--- src/rtl/cmd_pkg.sv ---
package cmd_pkg;
  localparam logic [7:0] KEY_PING      = 8'h7F;
  localparam logic [7:0] KEY_SOFTRST   = 8'h80;
  localparam logic [7:0] KEY_SPEED_SET = 8'h8D;
  localparam logic [7:0] KEY_SPEED_GET = 8'h8E;

  // ping reply, first byte in bits [7:0]
  localparam logic [31:0] PING_REPLY = 32'h3018_0C7F;

  typedef enum logic [1:0] {
    PS_KEY  = 2'd0,
    PS_ARG  = 2'd1,
    PS_SEND = 2'd2
  } parse_state_t;
endpackage

--- src/rtl/cmd_byte_ring.sv ---
module cmd_byte_ring #(
  parameter int DEPTH = 16,
  parameter int W     = 8
) (
  input  logic         clk,
  input  logic         rst,
  input  logic         wr_en,
  input  logic [W-1:0] wr_data,
  input  logic         pop_req,
  output logic         rd_valid,
  output logic [W-1:0] rd_data,
  output logic         overflow
);
  localparam int AW = (DEPTH > 1) ? $clog2(DEPTH) : 1;
  localparam logic [AW:0] FULL_LVL = (AW+1)'(DEPTH);

  logic [W-1:0]  mem [DEPTH];
  logic [AW-1:0] wp, rp;
  logic [AW:0]   count;
  logic          full, empty, do_wr, do_rd;

  assign full  = (count == FULL_LVL);
  assign empty = (count == '0);
  assign do_wr = wr_en && !full;
  assign do_rd = pop_req && !empty;

  // storage without reset so it maps to block RAM
  always_ff @(posedge clk) begin
    if (do_wr) mem[wp] <= wr_data;
    if (do_rd) rd_data <= mem[rp];
  end

  always_ff @(posedge clk) begin
    if (rst) begin
      wp       <= '0;
      rp       <= '0;
      count    <= '0;
      rd_valid <= 1'b0;
      overflow <= 1'b0;
    end else begin
      rd_valid <= do_rd;
      if (do_wr) wp <= (wp == AW'(DEPTH-1)) ? '0 : wp + 1'b1;
      if (do_rd) rp <= (rp == AW'(DEPTH-1)) ? '0 : rp + 1'b1;
      unique case ({do_wr, do_rd})
        2'b10:   count <= count + 1'b1;
        2'b01:   count <= count - 1'b1;
        default: count <= count;
      endcase
      if (wr_en && full) overflow <= 1'b1;
    end
  end

  AST_COUNT_BOUND: assert property (@(posedge clk) disable iff (rst)
    count <= FULL_LVL);
  AST_FULL_DROP: assert property (@(posedge clk) disable iff (rst)
    (wr_en && full && !pop_req) |=> (count == $past(count)));
  AST_OVF_STICKY: assert property (@(posedge clk) disable iff (rst)
    overflow |=> overflow);
endmodule

--- src/rtl/cmd_parser.sv ---
module cmd_parser
  import cmd_pkg::*;
(
  input  logic        clk,
  input  logic        rst,
  input  logic        byte_valid,
  input  logic [7:0]  byte_data,
  output logic        pop_req,
  input  logic [31:0] speed_now,
  output logic        tx_valid,
  input  logic        tx_ready,
  output logic [7:0]  tx_data,
  output logic [31:0] speed_target,
  output logic        speed_load,
  output logic        led_state,
  output logic        soft_reset_req
);
  parse_state_t state;
  logic [31:0]  reply_sh;
  logic [2:0]   reply_left;
  logic [31:0]  arg_sh;
  logic [1:0]   arg_idx;
  logic [31:0]  arg_full;

  // one byte in flight at most, so nothing arrives during a reply
  assign pop_req  = (state != PS_SEND) && !byte_valid;
  assign tx_data  = reply_sh[7:0];
  assign arg_full = {byte_data, arg_sh[31:8]};

  always_ff @(posedge clk) begin
    if (rst) begin
      state          <= PS_KEY;
      reply_sh       <= '0;
      reply_left     <= '0;
      arg_sh         <= '0;
      arg_idx        <= '0;
      tx_valid       <= 1'b0;
      speed_target   <= '0;
      speed_load     <= 1'b0;
      led_state      <= 1'b0;
      soft_reset_req <= 1'b0;
    end else begin
      speed_load     <= 1'b0;
      soft_reset_req <= 1'b0;
      unique case (state)
        PS_KEY: if (byte_valid) begin
          if (byte_data == KEY_PING) begin
            led_state  <= ~led_state;
            reply_sh   <= PING_REPLY;
            reply_left <= 3'd4;
            tx_valid   <= 1'b1;
            state      <= PS_SEND;
          end else if (byte_data == KEY_SOFTRST) begin
            soft_reset_req <= 1'b1;
          end else if (byte_data == KEY_SPEED_SET) begin
            arg_idx <= '0;
            state   <= PS_ARG;
          end else if (byte_data == KEY_SPEED_GET) begin
            reply_sh   <= speed_now;
            reply_left <= 3'd4;
            tx_valid   <= 1'b1;
            state      <= PS_SEND;
          end
        end
        PS_ARG: if (byte_valid) begin
          arg_sh  <= arg_full;
          arg_idx <= arg_idx + 1'b1;
          if (arg_idx == 2'd3) begin
            speed_target <= arg_full;
            speed_load   <= 1'b1;
            reply_sh     <= {24'd0, KEY_SPEED_SET};
            reply_left   <= 3'd1;
            tx_valid     <= 1'b1;
            state        <= PS_SEND;
          end
        end
        PS_SEND: if (tx_ready) begin
          if (reply_left == 3'd1) begin
            tx_valid <= 1'b0;
            state    <= PS_KEY;
          end else begin
            reply_sh   <= {8'd0, reply_sh[31:8]};
            reply_left <= reply_left - 1'b1;
          end
        end
        default: state <= PS_KEY;
      endcase
    end
  end

  AST_TX_HOLD: assert property (@(posedge clk) disable iff (rst)
    (tx_valid && !tx_ready) |=> (tx_valid && $stable(tx_data)));
  AST_LOAD_ONE_CYCLE: assert property (@(posedge clk) disable iff (rst)
    speed_load |=> !speed_load);
  AST_LOAD_WITH_ACK: assert property (@(posedge clk) disable iff (rst)
    speed_load |-> (tx_valid && tx_data == KEY_SPEED_SET));
  AST_SOFTRST_ONE_CYCLE: assert property (@(posedge clk) disable iff (rst)
    soft_reset_req |=> !soft_reset_req);
  AST_SOFTRST_SILENT: assert property (@(posedge clk) disable iff (rst)
    soft_reset_req |-> !tx_valid);
endmodule

--- src/rtl/cmd_packet_decoder.sv ---
module cmd_packet_decoder #(
  parameter int DEPTH = 16
) (
  input  logic        clk,
  input  logic        rst,
  input  logic        rx_valid,
  input  logic [7:0]  rx_data,
  input  logic [31:0] speed_now,
  output logic        tx_valid,
  input  logic        tx_ready,
  output logic [7:0]  tx_data,
  output logic [31:0] speed_target,
  output logic        speed_load,
  output logic        led_state,
  output logic        soft_reset_req,
  output logic        rx_overflow
);
  logic       pop_req;
  logic       byte_valid;
  logic [7:0] byte_data;

  cmd_byte_ring #(.DEPTH(DEPTH), .W(8)) i_ring (
    .clk      (clk),
    .rst      (rst),
    .wr_en    (rx_valid),
    .wr_data  (rx_data),
    .pop_req  (pop_req),
    .rd_valid (byte_valid),
    .rd_data  (byte_data),
    .overflow (rx_overflow)
  );

  cmd_parser i_parser (
    .clk            (clk),
    .rst            (rst),
    .byte_valid     (byte_valid),
    .byte_data      (byte_data),
    .pop_req        (pop_req),
    .speed_now      (speed_now),
    .tx_valid       (tx_valid),
    .tx_ready       (tx_ready),
    .tx_data        (tx_data),
    .speed_target   (speed_target),
    .speed_load     (speed_load),
    .led_state      (led_state),
    .soft_reset_req (soft_reset_req)
  );
endmodule

--- config.mk ---
export PLATFORM = sky130hd
export DESIGN_NAME = cmd_packet_decoder
export DESIGN_NICKNAME = d
export VERILOG_FILES = /design/src/rtl/cmd_pkg.sv /design/src/rtl/cmd_byte_ring.sv /design/src/rtl/cmd_parser.sv /design/src/rtl/cmd_packet_decoder.sv
export SDC_FILE = /design/constraint.sdc
export NUM_CORES = 1
export LEC_CHECK = 0
export CORE_UTILIZATION = 58
export DETAILED_ROUTE_END_ITERATION = 7
export GPL_ROUTABILITY_DRIVEN = 0
export PLACE_DENSITY = 0.8
export RECOVER_POWER = 50
export SETUP_SLACK_MARGIN = 0.2
export SLEW_MARGIN = 5
export SYNTH_ARGS = -nofsm -noshare
export SYNTH_HDL_FRONTEND = slang
export SYNTH_SLANG_ARGS = --single-unit
--- constraint.sdc ---
create_clock -name clk -period 4 [get_ports clk]
set_input_delay 0.6 -clock clk [delete_from_list [all_inputs] [get_ports clk]]
set_output_delay 0.6 -clock clk [all_outputs]
set_load 0.05 [all_outputs]
==> reports/results.tsv, run 1 <==
metric	value	unit
Main synth FF type	edfxtp_1	
first-pass GRT wire length	33.97	mm
Combinational Power Share	17.6	%
status	completed	
Final Max Tran Viols	0	
Routed Antenna Nets	0	
mapped cell area	10320	sq um
Tot Pwr	6.516	mW
endpoint class of the critical path	flop	
TritonCTS Sinks	250	
post-CTS setup buffers	0	
FMAX	0.3050	GHz
type of the tightest min-delay check	flop to flop	
Detailed Route Iter0 Violations	577	
clk_lat worst skew	520	ps
dpl hpwl	13.09	mm
Hold Violations, Final	0	
Die Y	135.4	um
vias per cell	5.864	
FF-to-FF path depth	10	
post-cts sizing count	0	
vias in the first global route	6634	
CP Max Fanout	14	
R2R Setup Slk	720	ps
die area	18340	sq um
hold_sp	i_parser.speed_target[7]	
row cnt	48	
ys async rst share	0	%
Root Driver	clkbuf_16	
initial antenna violation count	0	
htree depth	1	
Internal	4.743	mW
Setup TNS	0	ps
skew final	12.42	ps
crit path time final	3279	ps
syn nets	938	
Initial Util	59.48	%
part of the power in registers	47.6	%
Setup CP Type	flop to flop	
Post-synth EDFFs	136	
total CTS buffers	25	
Avg WL per Cell	18.19	um
First-pass DRT Iterations	5	
Switching Share	27.21	%
WHS Endpoint	i_parser.speed_target[7]	
number of max-cap violations	0	
Synth Register Bits	250	
Hold Crit Depth	2	
Tot GR Track Use	23.77	%
launch point of the worst reg-to-reg path	i_ring.count[0]	
Crit Reg-Reg Endpoint	i_ring.count[4]	
Tightest Pin Transition	1062	ps
pwr/cell area	540.8	nW/um^2
routed wire length	21.35	mm
count of different cell masters after synthesis	49	
via count	6884	
Synth-to-Final Area Change	16.71	%
Critical Path AT	3720	ps
VDD IR max	403.6	uV
Synth Warn #	0	
leak pwr	3.845	nW
RSZ-0062 raised after global routing	false	
Syn Area/Cell	11.77	sq um
dpl cells	1129	
Die Wd	135.4	um
Inserted Diodes	0	
Final Cell Area	12050	sq um
port bufs	88	
Final nets	992	
clock share of power	34.8	%
DRC	0	
Sw Pwr	1.773	mW
Critical Path Source Type	flop	
hold slack	453.9	ps
largest net degree at the start of global routing	97	
Ports	89	
relative slew slack	29.01	%
placed instance area	11280	sq um
post-synthesis cell count	877	
worst path required time	4440	ps
core area	17360	sq um
layout cell share with drive strength beyond 1	9.062	%
Non-Filler Instances	1174	
post-route clock period utilization	81.96	%
# setup viols final	0	
clock-pin slew on the worst setup and hold paths	60	ps
grt total ovfl	0	
Seq/Total Area, Yosys	61.67	%
Hold-fix buffers, CTS	0	
clock tree buffer depth	3	
CTS tree	done	
[state kept, by name, summed over array words and instances (netlist names)]
name,cells
i_parser.arg_idx,2
i_parser.arg_sh,24
i_parser.led_state,1
i_parser.reply_left,3
i_parser.reply_sh,32
i_parser.soft_reset_req,1
i_parser.speed_load,1
i_parser.speed_target,32
i_parser.state,2
i_parser.tx_valid,1
i_ring.count,5
i_ring.mem,128
i_ring.overflow,1
i_ring.rd_data,8
i_ring.rd_valid,1
i_ring.rp,4
i_ring.wp,4
[cell usage in the layout, fill, tap and decap left out, types with 4 or more instances in the layout]
cell type          n
a211oi_1          23
a21oi_1           99
a31oi_1           16
buf_4             10
clkbuf_1          10
clkbuf_16         25
clkdlybuf4s50_1   79
clkinv_1           4
clkinv_2           7
dfxtp_1          112
dlygate4sd3_1      8
edfxtp_1         136
ha_1              16
inv_1             13
mux2i_1           12
mux4_2            32
nand2_1          152
nand2b_1          19
nand3_1            4
nand4_1           10
nor2_1            30
nor2b_1           11
nor3_1             8
nor3b_1           14
o21ai_0           13
o21ai_1           15
o31ai_1           10
or3_1              6
or4_1              9
xor2_1             4
[cell usage after synthesis (9+ instances only)]
master / count / area share [%]
a211oi_1: 23 / 1.7
nand2b_1: 19 / 1.2
nor3_1: 9 / 0.44
ha_1: 16 / 1.9
or4_1: 9 / 0.65
nor2_1: 31 / 1.1
clkbuf_1: 55 / 2.0
a21oi_1: 99 / 4.8
edfxtp_1: 136 / 40
o31ai_1: 10 / 0.73
o21ai_1: 15 / 0.73
mux4_2: 32 / 7.0
inv_1: 13 / 0.47
nor2b_1: 11 / 0.67
nand2_1: 152 / 5.5
dfxtp_1: 114 / 22
nor3b_1: 14 / 1.0
o21ai_0: 13 / 0.63
a31oi_1: 16 / 0.97
mux2i_1: 12 / 1.2
nand4_1: 10 / 0.61
buf_4: 9 / 0.65
[power by group through the flow]
| stage | combinational [mW] | sequential, mW | clock, mW |
|---|---|---|---|
| 6_report | 1.15 | 3.10 | 2.27 |
| 5_1_grt | 1.26 | 3.13 | 2.38 |
| 4_1_cts | 1.17 | 3.11 | 2.29 |
| 3_5_place_dp | 1.16 | 3.16 | 0 |
| 3_3_place_gp | 1.14 | 3.16 | 0 |
| 2_1_floorplan | 0.950 | 3.01 | 0 |
[per-layer routing]
metal  vias to the layer above  GRT usage [%]  routed length [um]
met5                         -              0                   0
met2                       210          40.51               10710
met4                         0          7.928                 554
li1                       3305              -                   -
met3                        44          2.918                 925
met1                      3325          31.65                9164
[cell type report]
type                            instances  area (sq um)
Clock buffer                           32         681.9
Clock inverter                         13         110.1
Fill cell                            1256          5308
Inverter                               13         48.80
Multi-Input combinational cell        538          3590
Sequential cell                       250          6369
Tap cell                              225         281.5
Timing Repair Buffer                  103         968.4
[worst max-delay path by stage]
stage / startpoint / endpoint / slack [ps] / depth (start not counted)
after detailed placement: rx_valid / i_ring.count[4] / 780 / 11
after CTS: i_ring.count[0] / i_ring.count[4] / 880 / 10
after floorplan: i_parser.state[0] / i_ring.count[4] / 510 / 11
after global placement: rx_valid / i_ring.count[4] / 830 / 11
final: i_ring.count[0] / i_ring.count[4] / 720 / 10
after global routing: i_ring.count[0] / i_ring.count[4] / 500 / 10
[worst max-delay path, cell delays in order (launching register included)]
cell	delay, ps
dfxtp_1	350
nor4_1	540
a211oi_1	150
clkbuf_1	340
ha_1	420
fa_1	490
a21o_1	190
a21oi_1	160
xor2_1	90
or3_1	310
a21oi_1	140
[logic make-up (layout without fill, tap and decap cells)]
logic type	count (synthesis)	count (layout)	share of synthesized area, %
xor gates and xnor gates	7	7	0.5939
DFF	250	250	61.67
and+or+nand+nor	278	278	12.75
AOI/OAI and AO/OA	192	192	11.08
muxes	44	44	8.145
adders and majority gates	17	17	2.133
buffers and inverters	89	161	3.636
[stage by stage]
step | setup slack (ps) | util, %
finish | 721.4 | 69.42
global route | 504.4 | 69.42
CTS | 876.7 | 69.58
detailed placement | 784.8 | 65.02
global placement | 833.8 | 65.02
floorplan | 511.0 | -
Power figures use the tool's default switching activity.
==> run 2: changes to the inputs <==
- clock period: 4 -> 3.2 ns (I/O delays scaled with it)
==> reports/results.tsv, run 2 (synthesis gave the netlist of run 1 again) <==
metric	value	unit
Setup TNS	0	ps
status	completed	
grt total ovfl	0	
most frequent cells in the layout	nand2_1, edfxtp_1, dfxtp_1	
Final nets	1013	
Setup CP Type	flop to flop	
endpoint class of the critical path	flop	
Tightest Pin Transition	1104	ps
post-route setup slack	518.0	ps
Synth-to-Final Area Change	18.12	%
R2R Setup Slk	520	ps
layout cell share with drive strength beyond 1	10.30	%
Avg WL per Cell	17.69	um
routing usage on met2	40.88	%
Biggest register	i_ring.mem	
dpl ws	249.6	ps
FMAX	0.3729	GHz
Ports	89	
post-route clock period utilization	83.81	%
Largest regs	i_ring.mem x128, i_parser.reply_sh x32, i_parser.speed_target x32	
RSZ-0062 raised after global routing	false	
max incr delay on CP	480	ps
most used cell, CP	a21oi_1	
routed wire length	21.16	mm
pwr/cell area	666.4	nW/um^2
most used routing layer	met2	
GRT met1 Usage	31.69	%
post-CTS setup buffers	0	
TritonCTS Sinks	250	
largest net degree at the start of global routing	79	
row cnt	48	
DRC	0	
worst path required time	3640	ps
Die Wd	135.4	um
core area	17360	sq um
relative slew slack	26.37	%
Hold Violations, Final	0	
Critical Path AT	3120	ps
Die Y	135.4	um
initial antenna violation count	0	
Largest register FFs	128	
total CTS buffers	25	
Root Driver	clkbuf_16	
dpl hpwl	13.34	mm
FILL cells	1240	
type of the tightest min-delay check	flop to flop	
slowest cell on the critical path	fa_1	
htree depth	1	
die area	18340	sq um
Routed Antenna Nets	0	
clk_lat worst skew	510	ps
CP Max Fanout	5	
First-pass DRT Iterations	5	
via count	6994	
leak pwr	3.917	nW
Final Max Tran Viols	0	
port bufs	88	
CTS tree	done	
dpl cells	1150	
# setup viols final	0	
number of max-cap violations	0	
vias per cell	5.848	
first-pass GRT wire length	33.76	mm
crit path time final	2682	ps
clock tree buffer depth	3	
vias in the first global route	6659	
Tot GR Track Use	23.64	%
Non-Filler Instances	1196	
skew final	5.929	ps
Critical Path Source Type	flop	
CP Cell Sequence	nor4_2 -> a211oi_1 -> ha_1 -> fa_1 -> a21o_1 -> a21oi_1 -> xor2_1 -> or3_1 -> a21oi_1	
clock-pin slew on the worst setup and hold paths	60	ps
GR Util met3	3.105	%
VDD IR max	471.9	uV
Detailed Route Iter0 Violations	575	
most common cell after layout, fill and taps aside	nand2_1	
Inserted Diodes	0	
Initial Util	59.48	%
==> run 2: metrics by stage <==
stage | utilization [%] | hold WS, ps | cell area (sq um) | power [mW]
6_report | 70.26 | 450.7 | 12190 | 8.126
4_1_cts | 70.49 | 452.9 | 12230 | 8.213
3_5_place_dp | 65.99 | 445.5 | 11450 | 5.443
5_1_grt | 70.26 | 477.8 | 12190 | 8.487
3_3_place_gp | 65.99 | 441.9 | 11450 | 5.394
2_1_floorplan | - | 432.2 | 10330 | 4.957
==> run 2: layer usage <==
metal / vias up / wire, um
met5: - / 0
met4: 0 / 374
met3: 31 / 1107
met2: 194 / 10580
met1: 3422 / 9099
li1: 3347 / -
==> run 2: where the power goes <==
| group | leakage (nW) | switching [mW] | total, mW | internal, mW |
|---|---|---|---|---|
| Sequential | 2.15 | 0.230 | 3.82 | 3.59 |
| Clock | 0.378 | 1.18 | 2.78 | 1.60 |
| Combinational | 1.39 | 0.815 | 1.53 | 0.712 |
==> run 2: cell type report <==
class / count / area (sq um) / share of cell area [%]
clock buffer: 28 / 636.9 / 5.223
sequential: 250 / 6367 / 52.22
inverter: 13 / 48.80 / 0.4002
timing repair buffer: 124 / 1120 / 9.183
multi-input combinational: 538 / 3596 / 29.49
clock inverter: 18 / 143.9 / 1.180
tap: 225 / 281.5 / 2.309
==> run 2: worst max-delay path, delay by kind of cell (launching register included) <==
family / cells / cell delay [ps]
DFF: 1 / 360
and+or+nand+nor: 2 / 710
adders and majority gates: 2 / 790
AOI/OAI and AO/OA: 4 / 650
xor gates and xnor gates: 1 / 90
==> run 2: final timing paths <==
path                       start                       end  cells after the start
min reg2reg  i_parser.arg_sh[10]  i_parser.speed_target[2]                      2
max              i_ring.count[0]           i_ring.count[4]                      9
min          i_parser.arg_sh[10]  i_parser.speed_target[2]                      2
max reg2reg      i_ring.count[0]           i_ring.count[4]                      9
==> run 2: what timing repair did <==
action                                  CTS  global route
endpoints found under the setup margin    0             1
resized for setup                         0             1
endpoints found under the hold margin     0             0
hold buffers                              0             0
==> run 3: changes to the inputs <==
- clock period: 3.2 -> 2.8 ns (I/O delays scaled with it)
==> reports/results.tsv, run 3 (synthesis gave the netlist of run 1 again) <==
metric	value	unit
largest net degree at the start of global routing	70	
Final nets	1018	
most frequent cells in the layout	nand2_1, edfxtp_1, dfxtp_1	
crit path time final	2523	ps
First-pass DRT Iterations	4	
dpl cells	1155	
leak pwr	3.974	nW
clock-pin slew on the worst setup and hold paths	60	ps
clk_lat worst skew	510	ps
routed wire length	21.36	mm
VDD IR max	550.7	uV
Synth-to-Final Area Change	19.39	%
type of the tightest min-delay check	input pin to flop	
endpoint class of the critical path	flop	
worst path required time	3240	ps
hold slack	433.4	ps
first-pass GRT wire length	34.09	mm
Biggest register	i_ring.mem	
clock tree buffer depth	3	
Die Wd	135.4	um
FILL cells	1217	
Root Driver	clkbuf_16	
Tot GR Track Use	23.82	%
Critical Path AT	2960	ps
row cnt	48	
TritonCTS Sinks	250	
skew final	11.35	ps
CTS tree	done	
grt total ovfl	0	
vias per cell	5.796	
most common cell after layout, fill and taps aside	nand2_1	
Setup TNS	0	ps
post-route clock period utilization	90.10	%
Largest regs	i_ring.mem x128, i_parser.reply_sh x32, i_parser.speed_target x32	
Avg WL per Cell	17.83	um
# setup viols final	0	
layout cell share with drive strength beyond 1	11.82	%
Tightest Pin Transition	666.5	ps
core area	17360	sq um
Routed Antenna Nets	0	
pwr/cell area	769.8	nW/um^2
Non-Filler Instances	1198	
Setup CP Type	flop to flop	
initial antenna violation count	0	
Largest register FFs	128	
DRC	0	
RSZ-0062 raised after global routing	false	
dpl hpwl	13.25	mm
Ports	89	
via count	6944	
Die Y	135.4	um
Hold Violations, Final	0	
FMAX	0.3964	GHz
port bufs	88	
htree depth	1	
status	completed	
post-CTS setup buffers	0	
relative slew slack	55.57	%
Final Max Tran Viols	0	
CP Max Fanout	5	
Initial Util	59.48	%
die area	18340	sq um
vias in the first global route	6697	
total CTS buffers	25	
Final Core Density	71.01	%
Detailed Route Iter0 Violations	511	
Critical Path Source Type	flop	
number of max-cap violations	0	
Inserted Diodes	0	
-- run 3: metrics by stage --
step	cell area [sq um]	setup slack, ps	power, mW
final	12330	277.2	9.488
after global routing	12330	127.0	9.884
after CTS	12360	227.2	9.594
after detailed placement	11560	47.47	6.328
after global placement	11560	74.06	6.280
after floorplan	10400	201.1	5.745
-- run 3: area by class of cell --
| type | instances | area, sq um | share of cell area [%] |
|---|---|---|---|
| flip-flops and latches | 250 | 6369 | 51.67 |
| multi-input cells | 538 | 3650 | 29.61 |
| repair buffers | 129 | 1175 | 9.532 |
| clock buffers | 30 | 664.4 | 5.390 |
| well taps | 225 | 281.5 | 2.284 |
| clock inverters | 13 | 137.6 | 1.117 |
| inverters | 13 | 48.80 | 0.3959 |
-- run 3: path summary, 6_finish.rpt --
path	to	depth (start not counted)	slack (ps)	startpoint
max reg2reg	i_ring.count[4]	10	280	i_parser.state[0]
min	i_ring.count[1]	2	430	rst
min reg2reg	i_parser.speed_target[0]	2	450	i_parser.speed_target[0]
max	i_ring.count[4]	10	280	i_parser.state[0]
-- run 3: repair_timing --
| item | in CTS | in global routing |
|---|---|---|
| resized for setup | 0 | 4 |
| hold buffers | 0 | 0 |
| endpoints found under the setup margin | 0 | 21 |
-- run 3: report_power, final --
part	switching (mW)	leakage, nW	internal [mW]
registers	0.215	2.15	4.11
clock network	1.32	0.403	1.95
logic	1.01	1.42	0.882
-- run 3: metal layers --
metal,GRT usage [%],routed length (um)
met4,6.617,478
met1,31.11,9116
met3,3.404,984
met2,41.51,10780
met5,0,0
-- run 3: worst max-delay path: stages, from the launching register on --
cell and delay (ps):
dfxtp_2 370, inv_1 70, ha_1 230, a211oi_1 480, ha_4 270, ha_4 220
a21o_1 160, a21oi_2 140, xor2_1 80, or3_1 310, a21oi_1 130
